**config.mk**
```make
export PLATFORM = sky130hd
export DESIGN_NAME = ep0_ctrl_seq
export DESIGN_NICKNAME = d
export VERILOG_FILES = /design/src/rtl/ep0_pkg.sv /design/src/rtl/ep0_bus_resp.sv /design/src/rtl/ep0_flag_regs.sv /design/src/rtl/ep0_stage_fsm.sv /design/src/rtl/ep0_irq_gen.sv /design/src/rtl/ep0_ctrl_seq.sv
export SDC_FILE = /design/constraint.sdc
export NUM_CORES = 1
export LEC_CHECK = 0
export ABC_CLOCK_PERIOD_IN_PS = 1600
export CAP_MARGIN = 20
export CORE_UTILIZATION = 39
export DETAILED_ROUTE_END_ITERATION = 12
export PLACE_DENSITY = 0.75
export SYNTH_ARGS = -nofsm -noshare
export SYNTH_HDL_FRONTEND = slang
export SYNTH_SLANG_ARGS = --single-unit
```
**constraint.sdc**
```tcl
create_clock -name clk -period 1.6 [get_ports clk]
set_input_delay 0.32 -clock clk [delete_from_list [all_inputs] [get_ports clk]]
set_output_delay 0.32 -clock clk [all_outputs]
set_load 0.03 [all_outputs]
```
**src/rtl/ep0_pkg.sv**
```systemverilog
package ep0_pkg;
  localparam int ST_W = 3;
  localparam int HS_W = 2;

  typedef enum logic [ST_W-1:0] {
    ST_IDLE    = 3'd0,
    ST_RX      = 3'd1,
    ST_TX      = 3'd2,
    ST_STATUS  = 3'd3,
    ST_STALLED = 3'd4
  } ep0_stage_t;

  typedef enum logic [HS_W-1:0] {
    HS_NONE  = 2'd0,
    HS_ACK   = 2'd1,
    HS_NAK   = 2'd2,
    HS_STALL = 2'd3
  } ep0_hs_t;

  typedef struct packed {
    logic rx_ready;
    logic tx_ready;
    logic data_end;
    logic send_stall;
    logic sent_stall;
    logic dir_in;
  } ep0_flags_t;

  // a host data/status token must be refused
  function automatic logic must_stall(ep0_stage_t st, ep0_flags_t f, logic is_out);
    return (st == ST_STALLED) || f.send_stall || (is_out && f.data_end);
  endfunction

  // a token that is not refused is accepted in these stage/flag combinations
  function automatic logic can_accept(ep0_stage_t st, ep0_flags_t f,
                                      logic is_out, logic is_in, logic is_status);
    case (st)
      ST_RX:     return is_out && !f.rx_ready;
      ST_TX:     return is_in && f.tx_ready;
      ST_STATUS: return is_status;
      default:   return 1'b0;
    endcase
  endfunction

  // stage entered when the CPU services a setup packet
  function automatic ep0_stage_t after_service(logic dend, logic dir_in);
    if (dend)   return ST_STATUS;
    if (dir_in) return ST_TX;
    return ST_RX;
  endfunction
endpackage

```
**src/rtl/ep0_bus_resp.sv**
```systemverilog
module ep0_bus_resp
  import ep0_pkg::*;
(
  input  ep0_stage_t stage_q,
  input  ep0_flags_t flags_q,
  input  logic       tok_setup,
  input  logic       tok_out,
  input  logic       tok_in,
  input  logic       tok_status,
  output logic       ev_setup,
  output logic       ev_ack_out,
  output logic       ev_ack_in,
  output logic       ev_ack_status,
  output logic       ev_stall,
  output logic       ev_nak,
  output ep0_hs_t    hs_next
);
  logic is_out, is_in, is_status, data_tok, refuse, accept;

  // priority among simultaneous tokens: setup, out, in, status
  assign is_out    = tok_out & ~tok_setup;
  assign is_in     = tok_in & ~tok_setup & ~tok_out;
  assign is_status = tok_status & ~tok_setup & ~tok_out & ~tok_in;
  assign data_tok  = is_out | is_in | is_status;

  assign refuse = data_tok & must_stall(stage_q, flags_q, is_out);
  assign accept = data_tok & ~refuse &
                  can_accept(stage_q, flags_q, is_out, is_in, is_status);

  assign ev_setup      = tok_setup;
  assign ev_stall      = refuse;
  assign ev_ack_out    = accept & is_out;
  assign ev_ack_in     = accept & is_in;
  assign ev_ack_status = accept & is_status;
  assign ev_nak        = data_tok & ~refuse & ~accept;

  always_comb begin
    if (ev_setup)      hs_next = HS_ACK;
    else if (ev_stall) hs_next = HS_STALL;
    else if (accept)   hs_next = HS_ACK;
    else if (ev_nak)   hs_next = HS_NAK;
    else               hs_next = HS_NONE;
  end
endmodule

```
**src/rtl/ep0_flag_regs.sv**
```systemverilog
module ep0_flag_regs
  import ep0_pkg::*;
(
  input  logic       clk,
  input  logic       rst_n,
  input  logic       ev_setup,
  input  logic       setup_dir_in,
  input  logic       ev_ack_out,
  input  logic       ev_ack_in,
  input  logic       ev_ack_status,
  input  logic       ev_stall,
  input  logic       wr_svc,
  input  logic       wr_txr,
  input  logic       wr_dend,
  input  logic       wr_sstall,
  input  logic       wr_clr_sent,
  output ep0_flags_t flags_q
);
  always_ff @(posedge clk or negedge rst_n) begin
    if (!rst_n) begin
      flags_q <= '0;
    end else begin
      if (ev_setup) begin
        flags_q.rx_ready   <= 1'b1;
        flags_q.tx_ready   <= 1'b0;
        flags_q.data_end   <= 1'b0;
        flags_q.send_stall <= 1'b0;
        flags_q.dir_in     <= setup_dir_in;
      end else begin
        if (ev_ack_out)          flags_q.rx_ready <= 1'b1;
        else if (wr_svc)         flags_q.rx_ready <= 1'b0;

        if (ev_ack_in | ev_stall) flags_q.tx_ready <= 1'b0;
        else if (wr_txr)          flags_q.tx_ready <= 1'b1;

        if (ev_ack_status)       flags_q.data_end <= 1'b0;
        else if (wr_dend)        flags_q.data_end <= 1'b1;

        if (ev_stall)            flags_q.send_stall <= 1'b0;
        else if (wr_sstall)      flags_q.send_stall <= 1'b1;
      end

      if (ev_stall)              flags_q.sent_stall <= 1'b1;
      else if (wr_clr_sent)      flags_q.sent_stall <= 1'b0;
    end
  end
endmodule

```
**src/rtl/ep0_stage_fsm.sv**
```systemverilog
module ep0_stage_fsm
  import ep0_pkg::*;
(
  input  logic       clk,
  input  logic       rst_n,
  input  ep0_flags_t flags_q,
  input  logic       ev_setup,
  input  logic       ev_ack_in,
  input  logic       ev_ack_status,
  input  logic       ev_stall,
  input  logic       wr_svc,
  input  logic       wr_dend,
  input  logic       wr_sstall,
  output ep0_stage_t stage_q
);
  ep0_stage_t stage_d;

  always_comb begin
    stage_d = stage_q;
    if (ev_setup)
      stage_d = ST_IDLE;
    else if (ev_stall)
      stage_d = ST_STALLED;
    else if (ev_ack_status)
      stage_d = ST_IDLE;
    else if (ev_ack_in && flags_q.data_end)
      stage_d = ST_STATUS;
    else if (wr_sstall)
      stage_d = ST_STALLED;
    else if (stage_q == ST_IDLE && wr_svc && flags_q.rx_ready)
      stage_d = after_service(wr_dend, flags_q.dir_in);
    else if (stage_q == ST_RX && wr_svc && wr_dend)
      stage_d = ST_STATUS;
  end

  always_ff @(posedge clk or negedge rst_n) begin
    if (!rst_n) stage_q <= ST_IDLE;
    else        stage_q <= stage_d;
  end
endmodule

```
**src/rtl/ep0_irq_gen.sv**
```systemverilog
module ep0_irq_gen (
  input  logic clk,
  input  logic rst_n,
  input  logic irq_event,
  input  logic cpu_rd,
  output logic irq_pulse,
  output logic irq_pending
);
  always_ff @(posedge clk or negedge rst_n) begin
    if (!rst_n) begin
      irq_pulse   <= 1'b0;
      irq_pending <= 1'b0;
    end else begin
      irq_pulse   <= irq_event;
      irq_pending <= irq_event | (irq_pending & ~cpu_rd);
    end
  end
endmodule

```
**src/rtl/ep0_ctrl_seq.sv**
```systemverilog
module ep0_ctrl_seq
  import ep0_pkg::*;
(
  input  logic            clk,
  input  logic            rst_n,
  input  logic            tok_setup,
  input  logic            tok_setup_dir_in,
  input  logic            tok_out,
  input  logic            tok_in,
  input  logic            tok_status,
  output logic            hs_valid,
  output logic [HS_W-1:0] hs_code,
  input  logic            cpu_wr,
  input  logic            cpu_svc,
  input  logic            cpu_txr,
  input  logic            cpu_dend,
  input  logic            cpu_sstall,
  input  logic            cpu_clr_sent,
  input  logic            cpu_rd,
  output logic            rx_ready,
  output logic            tx_ready,
  output logic            data_end,
  output logic            send_stall,
  output logic            sent_stall,
  output logic [ST_W-1:0] stage,
  output logic            irq_pulse,
  output logic            irq_pending
);
  ep0_flags_t flags_q;
  ep0_stage_t stage_q;
  ep0_hs_t    hs_next;

  // named internal events, visible to the bound checker
  logic ev_setup, ev_ack_out, ev_ack_in, ev_ack_status, ev_stall, ev_nak;
  logic wr_ok, wr_svc, wr_txr, wr_dend, wr_sstall, wr_clr_sent;
  logic irq_event;

  // a setup token overrides a CPU write in the same cycle
  assign wr_ok       = cpu_wr & ~tok_setup;
  assign wr_svc      = wr_ok & cpu_svc;
  assign wr_txr      = wr_ok & cpu_txr;
  assign wr_dend     = wr_ok & cpu_dend;
  assign wr_sstall   = wr_ok & cpu_sstall;
  assign wr_clr_sent = wr_ok & cpu_clr_sent;

  ep0_bus_resp u_resp (
    .stage_q       (stage_q),
    .flags_q       (flags_q),
    .tok_setup     (tok_setup),
    .tok_out       (tok_out),
    .tok_in        (tok_in),
    .tok_status    (tok_status),
    .ev_setup      (ev_setup),
    .ev_ack_out    (ev_ack_out),
    .ev_ack_in     (ev_ack_in),
    .ev_ack_status (ev_ack_status),
    .ev_stall      (ev_stall),
    .ev_nak        (ev_nak),
    .hs_next       (hs_next)
  );

  ep0_flag_regs u_flags (
    .clk           (clk),
    .rst_n         (rst_n),
    .ev_setup      (ev_setup),
    .setup_dir_in  (tok_setup_dir_in),
    .ev_ack_out    (ev_ack_out),
    .ev_ack_in     (ev_ack_in),
    .ev_ack_status (ev_ack_status),
    .ev_stall      (ev_stall),
    .wr_svc        (wr_svc),
    .wr_txr        (wr_txr),
    .wr_dend       (wr_dend),
    .wr_sstall     (wr_sstall),
    .wr_clr_sent   (wr_clr_sent),
    .flags_q       (flags_q)
  );

  ep0_stage_fsm u_fsm (
    .clk           (clk),
    .rst_n         (rst_n),
    .flags_q       (flags_q),
    .ev_setup      (ev_setup),
    .ev_ack_in     (ev_ack_in),
    .ev_ack_status (ev_ack_status),
    .ev_stall      (ev_stall),
    .wr_svc        (wr_svc),
    .wr_dend       (wr_dend),
    .wr_sstall     (wr_sstall),
    .stage_q       (stage_q)
  );

  assign irq_event = ev_setup | ev_ack_out | ev_ack_in | ev_ack_status | ev_stall;

  ep0_irq_gen u_irq (
    .clk         (clk),
    .rst_n       (rst_n),
    .irq_event   (irq_event),
    .cpu_rd      (cpu_rd),
    .irq_pulse   (irq_pulse),
    .irq_pending (irq_pending)
  );

  always_ff @(posedge clk or negedge rst_n) begin
    if (!rst_n) begin
      hs_valid <= 1'b0;
      hs_code  <= HS_NONE;
    end else begin
      hs_valid <= (hs_next != HS_NONE);
      hs_code  <= hs_next;
    end
  end

  assign rx_ready   = flags_q.rx_ready;
  assign tx_ready   = flags_q.tx_ready;
  assign data_end   = flags_q.data_end;
  assign send_stall = flags_q.send_stall;
  assign sent_stall = flags_q.sent_stall;
  assign stage      = stage_q;
endmodule

```
==> impl_metrics.csv, run 1 <==
group,metric,value,unit
run_status,status,"completed",
synthesis,ys_seq_elements,14,
pwr,powerDensity,777,mW/mm2
detailed_routing,drt-total-wl,1990,um
sta,relSlewSlack,77.4,%
detailed_routing,dr_total_vias,760,
final_layout,drive_gt1_share,26.3,%
detailed_routing,drcViolationCount,0,
placed_design,numPortBuffers,26,
sta,skew,0.00974,ns
die,die_area,0.00210,mm2
detailed_routing,detail-route-antenna-nets,0,
synthesis,ys_async_sr_fraction,100,%
final_layout,final-instance-count-excl-fill,139,
clocking,cts_sinks,14,
worst_setup_path,cp_max_fo,7,
synthesis,yosysTopAreaCell,"dfrtp_1",
placed_design,place_hpwl,1470,um
global_routing,grt_usage,20.7,%
worst_setup_path,endpoint_kind,"register",
pwr,vdd.ir_drop.worst,0.000615,V
synthesis,yosysWarnings,0,
synthesis,synth-edff-count,0,
sta,fmax,636,MHz
sta,rsz0062_at_grt,"false",
min_path,holdCritPathClass,"in2async",
clocking,clock_path_buffers,2,
pwr,cellLeakagePower,0.552,nW
synthesis,synth_cells,72,
worst_setup_path,critPathKind,"in2reg",
die,die_h,45.8,um
sta,period_share,98.2,%
synthesis,avgSynthCellArea,10.4,um2
clocking,cts_tree,"done",
die,pin_count,27,
clocking,path_clk_slew,0.09,ns
sta,period_needed,1.57,ns
die,start_util,42.5,%
detailed_routing,firstDrtPassIters,4,
synthesis,ys_seq_area_share,46.7,%
final_layout,final_util,67.0,%
worst_setup_path,worstPathArrival,1.75,ns
final_layout,area_growth,57.8,%
placed_design,gp_congestion,0.855,
clocking,cts_max_level,1,
worst_setup_path,critPathRequiredTime,1.78,ns
global_routing,antenna_found_initial,0,
sta,drv_slew,0,
die,core-area,0.00176,mm2
global_routing,grt_pass1_wl,3030,um
synthesis,synth_ff_type,"dfrtp_1",
placed_design,placed_cells,134,
synthesis,netlist_top_cells_count,"14 x dfrtp_1, 9 x nor2_1, 5 x a211oi_1",
sta,worst_pin_slew,0.337,ns
pwr,fin_total_pwr,0.918,mW
synthesis,yosysTopAreaCellShare,46.7,%
final_layout,layout.nets,129,
clocking,numCtsBuffers,3,
synthesis,synth_cell_type_count,34,
worst_setup_path,worst-r2r-cell-count,4,
sta,hold_slack,0.339,ns
clocking,root_buffer,"clkbuf_4",
sta,finalSetupTns,0,ns
detailed_routing,viasPerCell,5.47,
global_routing,overflow,0,
synthesis,syn_nets,86,
sta,finalSetupViolCount,0,
detailed_routing,first_iter_violations,19,
job,max-cap-violations,0,
die,rows,15,
worst_setup_path,cp-start-kind,"input port",
global_routing,grt_max_degree,15,
die,fp.dieW,45.8,um
final_layout,num_antenna_cells,0,
synthesis,synth_area_leaders,"dfrtp_1 47%, a211oi_1 5.0%, nor2_1 4.5%, and3_2 3.0%, a221o_1 2.7%",
global_routing,grt_pass1_vias,679,
synthesis,synth_area,749,um2
clocking,worstSkewPairLatency,0.28,ns
synthesis,post-synth-top-count-cell,"dfrtp_1",
sta,hold_viol_final,0,
detailed_routing,wl_per_cell,14.3,um
## final cells by class
type	instances	area, um2
fill	158	582
timing repair buffer	40	362
tap	25	31.3
sequential	14	353
multi-input combinational	54	393
inverter	2	7.51
clock buffer	4	36.3
## registers in the layout, indices dropped and copies added, names as in the netlist
| name | flops |
|---|---|
| u_irq.irq_pulse | 1 |
| hs_valid | 1 |
| u_fsm.stage_q | 3 |
| u_irq.irq_pending | 1 |
| hs_code | 2 |
| u_flags.flags_q | 6 |
## cell usage in the layout, fill, tap and decap left out, drive strengths merged, types with 2 or more instances in the layout
master         Yosys  routed
clkbuf             1       4
a221o              2       2
inv                2       2
o21ai              2       2
nor2               9       9
nand2              4       4
dfrtp             14      14
or2                2       2
and3               3       3
buf                1      14
a211oi             5       5
nor3               2       2
clkdlybuf4s50      0      10
a21oi              3       3
dlygate4sd2        0      11
a221oi             2       2
o21a               2       2
nor4bb             2       2
dlymetal6s2s       0       4
## worst max-delay path, stage by stage
cell and delay (ns):
clkdlybuf4s50_1 0.53, nor4bb_2 0.07, o211a_1 0.24, o21a_4 0.25, a221o_1 0.34
## kinds of logic (layout without fill, tap and decap cells)
kind of cell / after synthesis / after routing / synth area share, %
flops: 14 / 14 / 46.7
buf+inv: 4 / 46 / 3.00
compound gates: 24 / 24 / 26.2
mux: 2 / 2 / 2.84
simple gates: 28 / 28 / 21.2
## path summary, 6_finish.rpt
path	endpoint	start	slack, ns
hold reg to reg	u_flags.flags_q[1]	u_flags.flags_q[1]	0.48
setup / recovery	u_flags.flags_q[5]	tok_in	0.03
setup reg to reg	u_flags.flags_q[5]	u_fsm.stage_q[1]	0.04
max in group asynchronous	u_fsm.stage_q[0]	rst_n	1.07
hold / removal	u_flags.flags_q[4]	rst_n	0.34
min in group clk	hs_valid	tok_status	0.41
## stage by stage
step / cell area, um2 / setup slack, ns
6_report: 1180 / 0.0285
5_1_grt: 1180 / 0.00162
4_1_cts: 1150 / -0.00741
3_5_place_dp: 1120 / -0.357
3_3_place_gp: 1120 / -0.319
2_1_floorplan: 751 / 0.0155
## per-layer routing
metal  vias to the layer above  GRT usage [%]  share of wire [%]
met4                         0           4.12                  0
met1                       379           25.2                 45
met3                         0           7.14                4.4
met5                         -              0                  0
li1                        363              -                  -
met2                        18           35.1                 50
## what timing repair did
item,CTS,global route
setup endpoints to repair,18,8
pin swaps,0,1
buffers inserted,0,1
gates resized for setup,12,9
hold buffers,0,0
cloned,0,0
## power by group
group / switching [mW] / total, mW / internal, mW
logic: 0.138 / 0.260 / 0.123
clock network: 0.116 / 0.254 / 0.139
registers: 0.0228 / 0.404 / 0.381
total: 0.276 / 0.918 / 0.642
Note: power is estimated with default switching activity, not from simulation.
==> run 2, diff against run 1 <==
--- a/config.mk
+++ b/config.mk
@@ -10,6 +10,7 @@
 export CORE_UTILIZATION = 39
 export DETAILED_ROUTE_END_ITERATION = 12
 export PLACE_DENSITY = 0.75
+export SETUP_SLACK_MARGIN = 0.05
 export SYNTH_ARGS = -nofsm -noshare
 export SYNTH_HDL_FRONTEND = slang
 export SYNTH_SLANG_ARGS = --single-unit
==> run 2 against run 1 <==
Against the previous run: register-to-register slack improved by 0.02 ns; routed wire length decreased by 1.1%; fmax increased by 2.1%; critical path depth decreased by 1; sequential cell count unchanged; design area decreased by 2.6%; critical endpoint unchanged; largest power group unchanged.
==> impl_metrics.csv, run 2 (same netlist as run 1, synthesis figures left out) <==
group,metric,value,unit
run_status,status,"completed",
sta,relSlewSlack,74.8,%
final_layout,largest_register_ffs,6,
worst_setup_path,endpoint_kind,"register",
detailed_routing,first_iter_violations,32,
die,die_h,45.8,um
die,die_area,0.00210,mm2
final_layout,drive_gt1_share,25.4,%
min_path,holdCritPathClass,"in2async",
global_routing,grt_max_degree,15,
clocking,cts_tree,"done",
sta,period_share,96.2,%
die,fp.dieW,45.8,um
pwr,cellLeakagePower,0.525,nW
final_layout,layout_common_cells,"17 x dlygate4sd2_1, 14 x buf_4, 10 x dfrtp_1",
placed_design,numPortBuffers,26,
sta,period_needed,1.54,ns
final_layout,regMostFlops,"u_flags.flags_q",
worst_setup_path,crit_path_cell_trace,"nor4bb_1 > and3_2 > o21a_4 > a221o_1",
detailed_routing,firstDrtPassIters,4,
pwr,powerDensity,797,mW/mm2
final_layout,fill_cells,171,
final_layout,num_antenna_cells,0,
worst_setup_path,critPathKind,"reg2reg",
sta,fmax,650,MHz
detailed_routing,top_layer_used,"met4",
final_layout,final_util,65.2,%
global_routing,overflow,0,
clocking,cts_sinks,14,
clocking,root_buffer,"clkbuf_4",
sta,finalSetupViolCount,0,
placed_design,place_area,0.00112,mm2
die,pin_count,27,
clocking,clock_path_buffers,2,
sta,worst_pin_slew,0.373,ns
global_routing,grt_pass1_wl,3190,um
job,max-cap-violations,0,
placed_design,dp_slack,-0.385,ns
clocking,numCtsBuffers,3,
worst_setup_path,max_stage_delay,0.46,ns
sta,setup_ws,0.0605,ns
pwr,vdd.ir_drop.worst,0.000543,V
detailed_routing,drcViolationCount,0,
global_routing,antenna_found_initial,0,
detailed_routing,wl_per_cell,14.2,um
worst_setup_path,critPathRequiredTime,1.76,ns
worst_setup_path,critPathSlowestCell,"dfrtp_2",
global_routing,grt_usage,21.5,%
sta,hold_viol_final,0,
sta,rsz0062_at_grt,"true",
detailed_routing,met1_length,883,um
detailed_routing,dr_wl_met2,942,um
detailed_routing,viasPerCell,5.50,
detailed_routing,route.met3.wl,123,um
worst_setup_path,endpoint,"u_flags.flags_q[5]",
final_layout,layout.nets,129,
final_layout,area_growth,53.6,%
worst_setup_path,worst-r2r-cell-count,4,
placed_design,gp_congestion,0.888,
worst_setup_path,r2r_end,"u_flags.flags_q[5]",
final_layout,final_area,0.00115,mm2
die,start_util,42.5,%
die,rows,15,
detailed_routing,dr_total_vias,764,
worst_setup_path,rr_startpoint,"u_fsm.stage_q[1]",
worst_setup_path,cp-start-kind,"register",
worst_setup_path,cp_max_fo,7,
sta,finalSetupTns,0,ns
placed_design,place_hpwl,1500,um
pwr,fin_total_pwr,0.917,mW
final_layout,largestRegisters,"u_flags.flags_q: 6 flops, u_fsm.stage_q: 3 flops, hs_code: 2 flops",
clocking,path_clk_slew,0.09,ns
worst_setup_path,rrSetupSlack,0.06,ns
final_layout,layout_commonest_cell,"dlygate4sd2_1",
sta,drv_slew,0,
detailed_routing,detail-route-antenna-nets,0,
clocking,cts_max_level,1,
worst_setup_path,worstPathArrival,1.70,ns
die,core-area,0.00176,mm2
global_routing,grt_pass1_vias,659,
clocking,worstSkewPairLatency,0.28,ns
detailed_routing,drt-total-wl,1970,um
sta,skew,0.00670,ns
worst_setup_path,critical_path.startpoint,"u_fsm.stage_q[1]",
==> run 2: how the worst min path moves through the flow <==
stage / startpoint / endpoint / cells past startpoint
after floorplan: rst_n / hs_code[0] / 0
after global placement: u_flags.flags_q[1] / u_flags.flags_q[1] / 2
after detailed placement: u_flags.flags_q[1] / u_flags.flags_q[1] / 2
after CTS: rst_n / u_flags.flags_q[3] / 2
after global routing: rst_n / u_flags.flags_q[3] / 2
final: rst_n / u_fsm.stage_q[2] / 2
==> run 2: repair_timing <==
| item | CTS | global route |
|---|---|---|
| gates resized for setup | 17 | 2 |
| setup buffers | 1 | 1 |
| endpoints found under the setup margin | 22 | 4 |
| hold buffers | 0 | 0 |
| pin swaps | 2 | 0 |
==> run 2: final cells by class <==
class	count	area (um2)	share of cell area, %
well taps	25	31.3	2.72
repair buffers	40	344	29.9
inverters	2	7.51	0.652
clock buffers	4	36.3	3.15
flip-flops and latches	14	355	30.9
multi-input cells	54	377	32.7
==> run 2: through the flow <==
stage	cells	hold WS, ns
3_3_place_gp	133	0.473
5_1_grt	139	0.355
2_1_floorplan	72	0.0244
3_5_place_dp	133	0.478
6_report	139	0.339
4_1_cts	138	0.344
==> run 2: critical path: cells and delay by family (launching register included) <==
kind | cells | cell delay (ns)
AO/OA/AOI/OAI | 2 | 0.59
flip-flops | 1 | 0.46
AND/OR/NAND/NOR | 2 | 0.38
==> run 2: report_power, final <==
part           leakage, nW  total [mW]  switching (mW)  internal [mW]
registers            0.160       0.406          0.0238          0.382
logic                0.344       0.252           0.134          0.118
clock network       0.0210       0.259           0.121          0.138
total                0.525       0.917           0.279          0.638
==> run 2: per-layer routing <==
layer / vias to the layer above / track usage (%)
met5: - / 0
met3: 4 / 2.38
met4: 0 / 8.82
met1: 367 / 30.1
met2: 31 / 33.4
li1: 362 / -
